<file path="src/rtl/lpm_pkg.sv">
package lpm_pkg;
  localparam int TW = 4;

  typedef enum logic [TW-1:0] {
    TGT_CFG_OPT = 4'd0,
    TGT_CFG_STS = 4'd1,
    TGT_SIF0    = 4'd2,
    TGT_SIF3    = 4'd5,
    TGT_SIF4    = 4'd6,
    TGT_SIF7    = 4'd9,
    TGT_MEM_WIN = 4'd10,
    TGT_PNP     = 4'd11,
    TGT_CIS     = 4'd12
  } tgt_e;

  // Served while powered down?
  function automatic logic tgt_reachable(input logic isa, input logic pd,
                                         input logic we, input logic [TW-1:0] t);
    logic r;
    if (!pd) r = 1'b1;
    else if (isa) r = (t >= TGT_SIF0) && (t <= TGT_SIF3);
    else r = (t <= TGT_SIF3) || ((t == TGT_CIS) && !we);
    return r;
  endfunction

  // Card-information read that forces power-down exit.
  function automatic logic tgt_wakes(input logic isa, input logic pd,
                                     input logic we, input logic [TW-1:0] t);
    return pd && !isa && !we && (t == TGT_CIS);
  endfunction

  // Memory path (interface regs 4..7 or window).
  function automatic logic tgt_is_mem(input logic [TW-1:0] t);
    return (t >= TGT_SIF4) && (t <= TGT_MEM_WIN);
  endfunction
endpackage

</file>
<file path="src/rtl/lpm_reach_dec.sv">
module lpm_reach_dec
  import lpm_pkg::*;
#(
  parameter int DW       = 8,
  parameter int CSTS_BIT = 2,
  parameter int SIF3_BIT = 7
) (
  input  logic          isa_mode,
  input  logic          pdn_active,
  input  logic          hst_stb,
  input  logic          hst_we,
  input  logic [TW-1:0] hst_tgt,
  input  logic [DW-1:0] hst_wdata,
  output logic          fwd_ev,
  output logic          blk_ev,
  output logic          wake_ev,
  output logic          req_ev
);
  logic reach;
  logic pc_req, isa_req;

  always_comb begin
    reach   = tgt_reachable(isa_mode, pdn_active, hst_we, hst_tgt);
    fwd_ev  = hst_stb && reach;
    blk_ev  = hst_stb && !reach;
    wake_ev = hst_stb && tgt_wakes(isa_mode, pdn_active, hst_we, hst_tgt);
    pc_req  = !isa_mode && (hst_tgt == TGT_CFG_STS) && hst_wdata[CSTS_BIT];
    isa_req = isa_mode && (hst_tgt == TGT_SIF3) && hst_wdata[SIF3_BIT];
    req_ev  = fwd_ev && hst_we && (pc_req || isa_req);
  end
endmodule

</file>
<file path="src/rtl/lpm_req_latch.sv">
module lpm_req_latch (
  input  logic clk,
  input  logic rst_n,
  input  logic req_ev,
  input  logic clr_ev,
  output logic pd_irq
);
  always_ff @(posedge clk) begin
    if (!rst_n) pd_irq <= 1'b0;
    else if (req_ev) pd_irq <= 1'b1;
    else if (clr_ev) pd_irq <= 1'b0;
  end

  AST_IRQ_SET: assert property (@(posedge clk) disable iff (!rst_n)
    req_ev |=> pd_irq);
  AST_IRQ_HOLD: assert property (@(posedge clk) disable iff (!rst_n)
    (pd_irq && !clr_ev) |=> pd_irq);
  AST_IRQ_NOSPUR: assert property (@(posedge clk) disable iff (!rst_n)
    (!pd_irq && !req_ev) |=> !pd_irq);
endmodule

</file>
<file path="src/rtl/lpm_rsp_stage.sv">
module lpm_rsp_stage #(
  parameter int DW = 8
) (
  input  logic          clk,
  input  logic          rst_n,
  input  logic          fwd_ev,
  input  logic          blk_ev,
  input  logic          wake_ev,
  input  logic          rd_ev,
  input  logic [DW-1:0] tgt_rdata,
  output logic          rsp_valid,
  output logic          rsp_blocked,
  output logic [DW-1:0] rsp_rdata,
  output logic          wake_req
);
  localparam logic [DW-1:0] BLK_FILL = {DW{1'b1}};

  logic [DW-1:0] rdata_nx;

  always_comb begin
    if (blk_ev) rdata_nx = BLK_FILL;
    else if (fwd_ev && rd_ev) rdata_nx = tgt_rdata;
    else rdata_nx = '0;
  end

  always_ff @(posedge clk) begin
    if (!rst_n) begin
      rsp_valid   <= 1'b0;
      rsp_blocked <= 1'b0;
      rsp_rdata   <= '0;
      wake_req    <= 1'b0;
    end else begin
      rsp_valid   <= fwd_ev || blk_ev;
      rsp_blocked <= blk_ev;
      rsp_rdata   <= rdata_nx;
      wake_req    <= wake_ev;
    end
  end

  AST_BLK_FILL: assert property (@(posedge clk) disable iff (!rst_n)
    rsp_blocked |-> (rsp_valid && (rsp_rdata == BLK_FILL)));
  AST_BLK_NEXT: assert property (@(posedge clk) disable iff (!rst_n)
    blk_ev |=> rsp_blocked);
  AST_WAKE_SERVED: assert property (@(posedge clk) disable iff (!rst_n)
    wake_req |-> (rsp_valid && !rsp_blocked));
endmodule

</file>
<file path="src/rtl/lpm_host_gate.sv">
module lpm_host_gate
  import lpm_pkg::*;
#(
  parameter int DW       = 8,
  parameter int CSTS_BIT = 2,
  parameter int SIF3_BIT = 7
) (
  input  logic          clk,
  input  logic          rst_n,
  input  logic          isa_mode,
  input  logic          pdn_active,
  input  logic          hst_stb,
  input  logic          hst_we,
  input  logic [TW-1:0] hst_tgt,
  input  logic [DW-1:0] hst_wdata,
  input  logic [DW-1:0] tgt_rdata,
  input  logic          ctl_irq_clr,
  output logic          fwd_stb,
  output logic          fwd_we,
  output logic [DW-1:0] fwd_wdata,
  output logic          rsp_valid,
  output logic          rsp_blocked,
  output logic [DW-1:0] rsp_rdata,
  output logic          wake_req,
  output logic          pd_irq
);
  initial begin
    if (CSTS_BIT >= DW || SIF3_BIT >= DW) $error("request bit outside data width");
  end

  logic fwd_ev, blk_ev, wake_ev, req_ev;

  lpm_reach_dec #(.DW(DW), .CSTS_BIT(CSTS_BIT), .SIF3_BIT(SIF3_BIT)) u_dec (
    .isa_mode(isa_mode), .pdn_active(pdn_active), .hst_stb(hst_stb),
    .hst_we(hst_we), .hst_tgt(hst_tgt), .hst_wdata(hst_wdata),
    .fwd_ev(fwd_ev), .blk_ev(blk_ev), .wake_ev(wake_ev), .req_ev(req_ev));

  assign fwd_stb   = fwd_ev;
  assign fwd_we    = fwd_ev && hst_we;
  assign fwd_wdata = fwd_we ? hst_wdata : '0;

  lpm_req_latch u_irq (
    .clk(clk), .rst_n(rst_n), .req_ev(req_ev), .clr_ev(ctl_irq_clr),
    .pd_irq(pd_irq));

  lpm_rsp_stage #(.DW(DW)) u_rsp (
    .clk(clk), .rst_n(rst_n), .fwd_ev(fwd_ev), .blk_ev(blk_ev),
    .wake_ev(wake_ev), .rd_ev(!hst_we), .tgt_rdata(tgt_rdata),
    .rsp_valid(rsp_valid), .rsp_blocked(rsp_blocked),
    .rsp_rdata(rsp_rdata), .wake_req(wake_req));

  AST_AWAKE_FWD: assert property (@(posedge clk) disable iff (!rst_n)
    (hst_stb && !pdn_active) |-> fwd_stb);
  AST_ISA_PNP_BLK: assert property (@(posedge clk) disable iff (!rst_n)
    (hst_stb && isa_mode && pdn_active && hst_tgt == TGT_PNP) |-> !fwd_stb);
  AST_MEM_BLK: assert property (@(posedge clk) disable iff (!rst_n)
    (hst_stb && pdn_active && tgt_is_mem(hst_tgt)) |-> !fwd_stb);
  AST_PC_CFG_FWD: assert property (@(posedge clk) disable iff (!rst_n)
    (hst_stb && !isa_mode && hst_tgt <= TGT_SIF3) |-> fwd_stb);
  AST_STROBE_ANSWERED: assert property (@(posedge clk) disable iff (!rst_n)
    hst_stb |=> rsp_valid);
endmodule

</file>
<file path="config.mk">
export PLATFORM = sky130hd
export DESIGN_NAME = lpm_host_gate
export DESIGN_NICKNAME = d
export VERILOG_FILES = /design/src/rtl/lpm_pkg.sv /design/src/rtl/lpm_reach_dec.sv /design/src/rtl/lpm_req_latch.sv /design/src/rtl/lpm_rsp_stage.sv /design/src/rtl/lpm_host_gate.sv
export SDC_FILE = /design/constraint.sdc
export NUM_CORES = 1
export LEC_CHECK = 0
export BUFFER_PORTS_ARGS = -buffer_cell sky130_fd_sc_hd__buf_4
export CAP_MARGIN = 20
export CORE_UTILIZATION = 34
export CTS_BUF_LIST = sky130_fd_sc_hd__clkbuf_2
export CTS_CLUSTER_SIZE = 28
export DETAILED_ROUTE_END_ITERATION = 10
export GPL_TIMING_DRIVEN = 0
export PLACE_DENSITY = 0.8
export SYNTH_ARGS = -nofsm -noshare
export SYNTH_HDL_FRONTEND = slang
export SYNTH_SLANG_ARGS = --single-unit
</file>
<file path="constraint.sdc">
create_clock -name clk -period 1.9 [get_ports clk]
set_input_delay 0.095 -clock clk [delete_from_list [all_inputs] [get_ports clk]]
set_output_delay 0.095 -clock clk [all_outputs]
set_load 0.1 [all_outputs]
</file>
==> metrics.log <==
INFO  metric die_height = around 43 µm
INFO  metric dr_total_vias = 631
INFO  metric synth_edf_count = 0
INFO  metric critical-path-max-stage-delay = ~0.46 ns
INFO  metric cp_startpoint_kind = primary input
INFO  metric synthArstFlopShare = 0
INFO  metric final_max_slew_viol_count = 0
INFO  metric seq_power_share = 0.398
INFO  metric cts_root_buffer = sky130_fd_sc_hd__clkbuf_2
INFO  metric min_period = 1.47 ns
INFO  metric max_clock_freq = between 600 and 700 MHz
INFO  metric detailedRoute.firstIterationViolations = 5
INFO  metric layout-drive-gt1-share = 0.595
INFO  metric post_synth_inst_count = 60
INFO  metric worst_skew_pair.late_latency = 0.24 ns
INFO  metric finalWorstSetupSlack = about 0.43 ns
INFO  metric yosys.area_share.simple = 0.416
INFO  metric mapped_nets = slightly below 90
INFO  metric p_clk_frac = 0.165
INFO  metric core_area = between 0.0015 and 0.002 mm²
INFO  metric ys_warn_count = 0
INFO  metric post_synth_xor_area_fraction = 0
INFO  metric vias_per_cell = around 5.0
INFO  metric maxCapViolCount = 0
INFO  metric grt_use_total = 0.174
INFO  metric postCtsHoldBufs = 0
INFO  metric die_w = ~43 µm
INFO  metric adder_cell_share_of_the_synthesized_area = 0
INFO  metric pwr_density_cell = approximately 680 mW/mm²
INFO  metric total_die_area = about 0.0019 mm²
INFO  metric hpwl = 1270 µm
INFO  metric worstSetupPathType = primary input to primary output
INFO  metric first_pass_grt_wire_length = approximately 2500 µm
INFO  metric arr_time_crit_path = between 1 and 1.5 ns
INFO  metric pre_cts_ws = slightly above 0.4 ns
INFO  metric count_of_cells_resized_by_post_cts_repair = 0
INFO  metric setup.reg_to_reg.worst_slack = about 1.3 ns
INFO  metric synth_compound_area_frac = 0.154
INFO  metric switching_share = 0.414
INFO  metric finalSetupViolations = 0
INFO  metric cts-htree-levels = 1
INFO  metric main_combinational_cell_family_by_area_after_synthesis = simple AND/OR/NAND/NOR gates
INFO  metric slowest_stage = sky130_fd_sc_hd__a221oi_4
INFO  metric crit_buf_inv = 2
INFO  metric required = roughly 1.8 ns
INFO  metric static-leakage-power = around 0.53 nW
INFO  metric routed_wl = 1510 µm
INFO  metric synth_common_cells = sky130_fd_sc_hd__dfxtp_1 (12), sky130_fd_sc_hd__nand2_1 (11), sky130_fd_sc_hd__and2_1 (9)
INFO  metric post-layout-total-power = just under 0.7 mW
INFO  metric cp_common_cell = sky130_fd_sc_hd__buf_4
INFO  metric path_clk_slew = 0.10 ns
INFO  metric path_delay_family = compound AO/OA/AOI/OAI gates
INFO  metric sequential_area_share_after_synthesis = 0.416
INFO  metric clock_tree.buffer_depth = 2
INFO  metric cp_cell_sequence = buf_4, a21o_1, a221oi_4, and2_4, buf_4
INFO  metric final_net_count = 140
INFO  metric end_kind = primary output
INFO  metric combPwrFrac = 0.437
INFO  metric hold_viol = 0
INFO  metric timing.final.crit_share = 0.774
INFO  metric numPlacedInstances = between 100 and 150
INFO  metric cts_sinks = 12
INFO  metric avgRoutedWirePerCell = about 12 µm
INFO  metric numPortBuffers = between 40 and 50
INFO  metric antenna_found_initial = 0
INFO  metric grt_setup_unrepaired = no
INFO  metric yosysUniqueCellTypes = 23
INFO  metric flow.area_growth_from_synthesis = 72.0%
INFO  metric synth_top_cell_area_share = 0.416
INFO  metric synth.cell_area = just under 600 µm²
INFO  metric clock_skew = 0 ns
INFO  metric buffers_inserted_during_post_cts_setup_optimization = 0
INFO  metric hold_path.class = primary input to register
INFO  metric max_slew_margin = 0.715
INFO  metric num_antenna_cells = 0
INFO  metric drtAntennaViolNets = 0
INFO  metric tightest_slew = around 0.43 ns
INFO  metric synth.most_common_cell = sky130_fd_sc_hd__dfxtp_1
INFO  metric initial_utilization = 0.374
INFO  metric avgSynthCellArea = a little under 10 µm²
INFO  metric place.gp.congestion = 0.756
INFO  metric cts_buffers = 3
INFO  metric vias_in_the_first_global_route = slightly below 600
INFO  metric power.internal = slightly below 0.4 mW
INFO  metric tritoncts = done
INFO  metric vdd_ir_drop_max = ~0.29 mV
INFO  metric synth.area.mux_share = 0
INFO  metric total_area_of_multi_input_combinational_cells = roughly 350 µm²
INFO  metric switching_power = roughly 0.28 mW
INFO  metric grt_max_degree = 10
INFO  metric critical_path_peak_fanout = 9
INFO  metric drt-pass1-iter-count = 4
INFO  metric register_area = between 200 and 250 µm²
INFO  metric route.detailed.drc = 0
INFO  metric gr-total-overflow = 0
INFO  metric yosys-top-cells-area = sky130_fd_sc_hd__dfxtp_1 (42%), sky130_fd_sc_hd__and2_1 (9.8%), sky130_fd_sc_hd__nand2_1 (7.2%), sky130_fd_sc_hd__nand3_1 (6.1%), sky130_fd_sc_hd__a221oi_4 (4.6%)
INFO  metric run_status = finished, final reports clean
INFO  metric top_level_pins = 49
INFO  metric post_layout_nonfiller_instances = about 130
INFO  metric synth-seq-cells = 12
INFO  metric synth-main-ff-cell = sky130_fd_sc_hd__dfxtp_1
INFO  metric synthDominantAreaCellType = sky130_fd_sc_hd__dfxtp_1
INFO  metric core.rowCount = 14
INFO  metric fillerInstances = around 140
[cell type report]
cell class | count | share of cell area
sequential | 12 | 0.242
timing repair buffer | 48 | 0.363
multi-input combinational | 46 | 0.352
buffer | 1 | 0.00378
tap | 16 | 0.0202
clock buffer | 3 | 0.0151
inverter | 1 | 0.00378
[state kept, by name, indices dropped and copies added, names as in the netlist]
name,cells
u_rsp.wake_req,1
u_rsp.rsp_rdata,8
u_irq.pd_irq,1
u_rsp.rsp_blocked,1
u_rsp.rsp_valid,1
[metrics by stage]
stage	hold slack [ns]	area, µm²	setup TNS [ns]	utilization
after floorplan	0.209	597	-0.504	-
after global placement	0.301	977	0	0.634
after detailed placement	0.300	977	0	0.634
after CTS	0.0449	992	0	0.644
after global routing	0.0309	992	0	0.644
final	0.0521	992	0	0.644
[power groups by stage]
stage | combinational, mW | clock [mW] | sequential (mW)
floorplan | 0.110 | 0 | 0.368
global placement | 0.291 | 0 | 0.273
detailed placement | 0.295 | 0 | 0.274
CTS | 0.295 | 0.116 | 0.268
global route | 0.305 | 0.127 | 0.269
finish | 0.294 | 0.111 | 0.268
[path summary, 6_finish.rpt]
check | start | to | cells after the start
worst min-delay path | tgt_rdata[2] | u_rsp.rsp_rdata[2] | 3
worst min register to register | u_irq.pd_irq | u_irq.pd_irq | 2
worst max-delay path | hst_tgt[2] | fwd_wdata[3] | 5
worst max register to register | u_irq.pd_irq | u_irq.pd_irq | 2
[worst register-to-register path, cell delays in order, from the launching register on]
cell and delay [ns]:
sky130_fd_sc_hd__dfxtp_1 0.33, sky130_fd_sc_hd__nand3b_1 0.07, sky130_fd_sc_hd__o21ai_0 0.07
[cells by family after synthesis]
logic type | Yosys count
and+or+nand+nor | 39
DFF | 12
AOI/OAI and AO/OA | 7
buffers and inverters | 2
[per-layer routing]
layer,GRT usage,routed length (µm),up-vias
met1,0.183,589,277
met2,0.325,786,39
met5,0,0,-
met3,0.0426,137,0
met4,0.0667,0,0
li1,-,-,315
[cells in the final DEF, fill, tap and decap left out]
cell type	count
sky130_fd_sc_hd__nand3_2	1
sky130_fd_sc_hd__a21o_1	1
sky130_fd_sc_hd__o21ai_0	1
sky130_fd_sc_hd__inv_1	1
sky130_fd_sc_hd__a221oi_4	1
sky130_fd_sc_hd__dfxtp_1	12
sky130_fd_sc_hd__o211ai_4	1
sky130_fd_sc_hd__a31oi_1	1
sky130_fd_sc_hd__and4b_1	1
sky130_fd_sc_hd__and2b_4	1
sky130_fd_sc_hd__and3b_1	2
sky130_fd_sc_hd__and2_1	1
sky130_fd_sc_hd__and2_4	8
sky130_fd_sc_hd__nor3b_1	1
sky130_fd_sc_hd__nand3_1	7
sky130_fd_sc_hd__nand2_1	11
sky130_fd_sc_hd__nor3b_2	1
sky130_fd_sc_hd__nand3b_1	1
sky130_fd_sc_hd__buf_4	48
sky130_fd_sc_hd__nor2b_1	2
sky130_fd_sc_hd__o211a_1	1
sky130_fd_sc_hd__o211ai_2	1
sky130_fd_sc_hd__or4b_4	1
sky130_fd_sc_hd__clkbuf_2	3
sky130_fd_sc_hd__buf_1	1
sky130_fd_sc_hd__nand4_1	1
(Power assumes the default switching activity.)
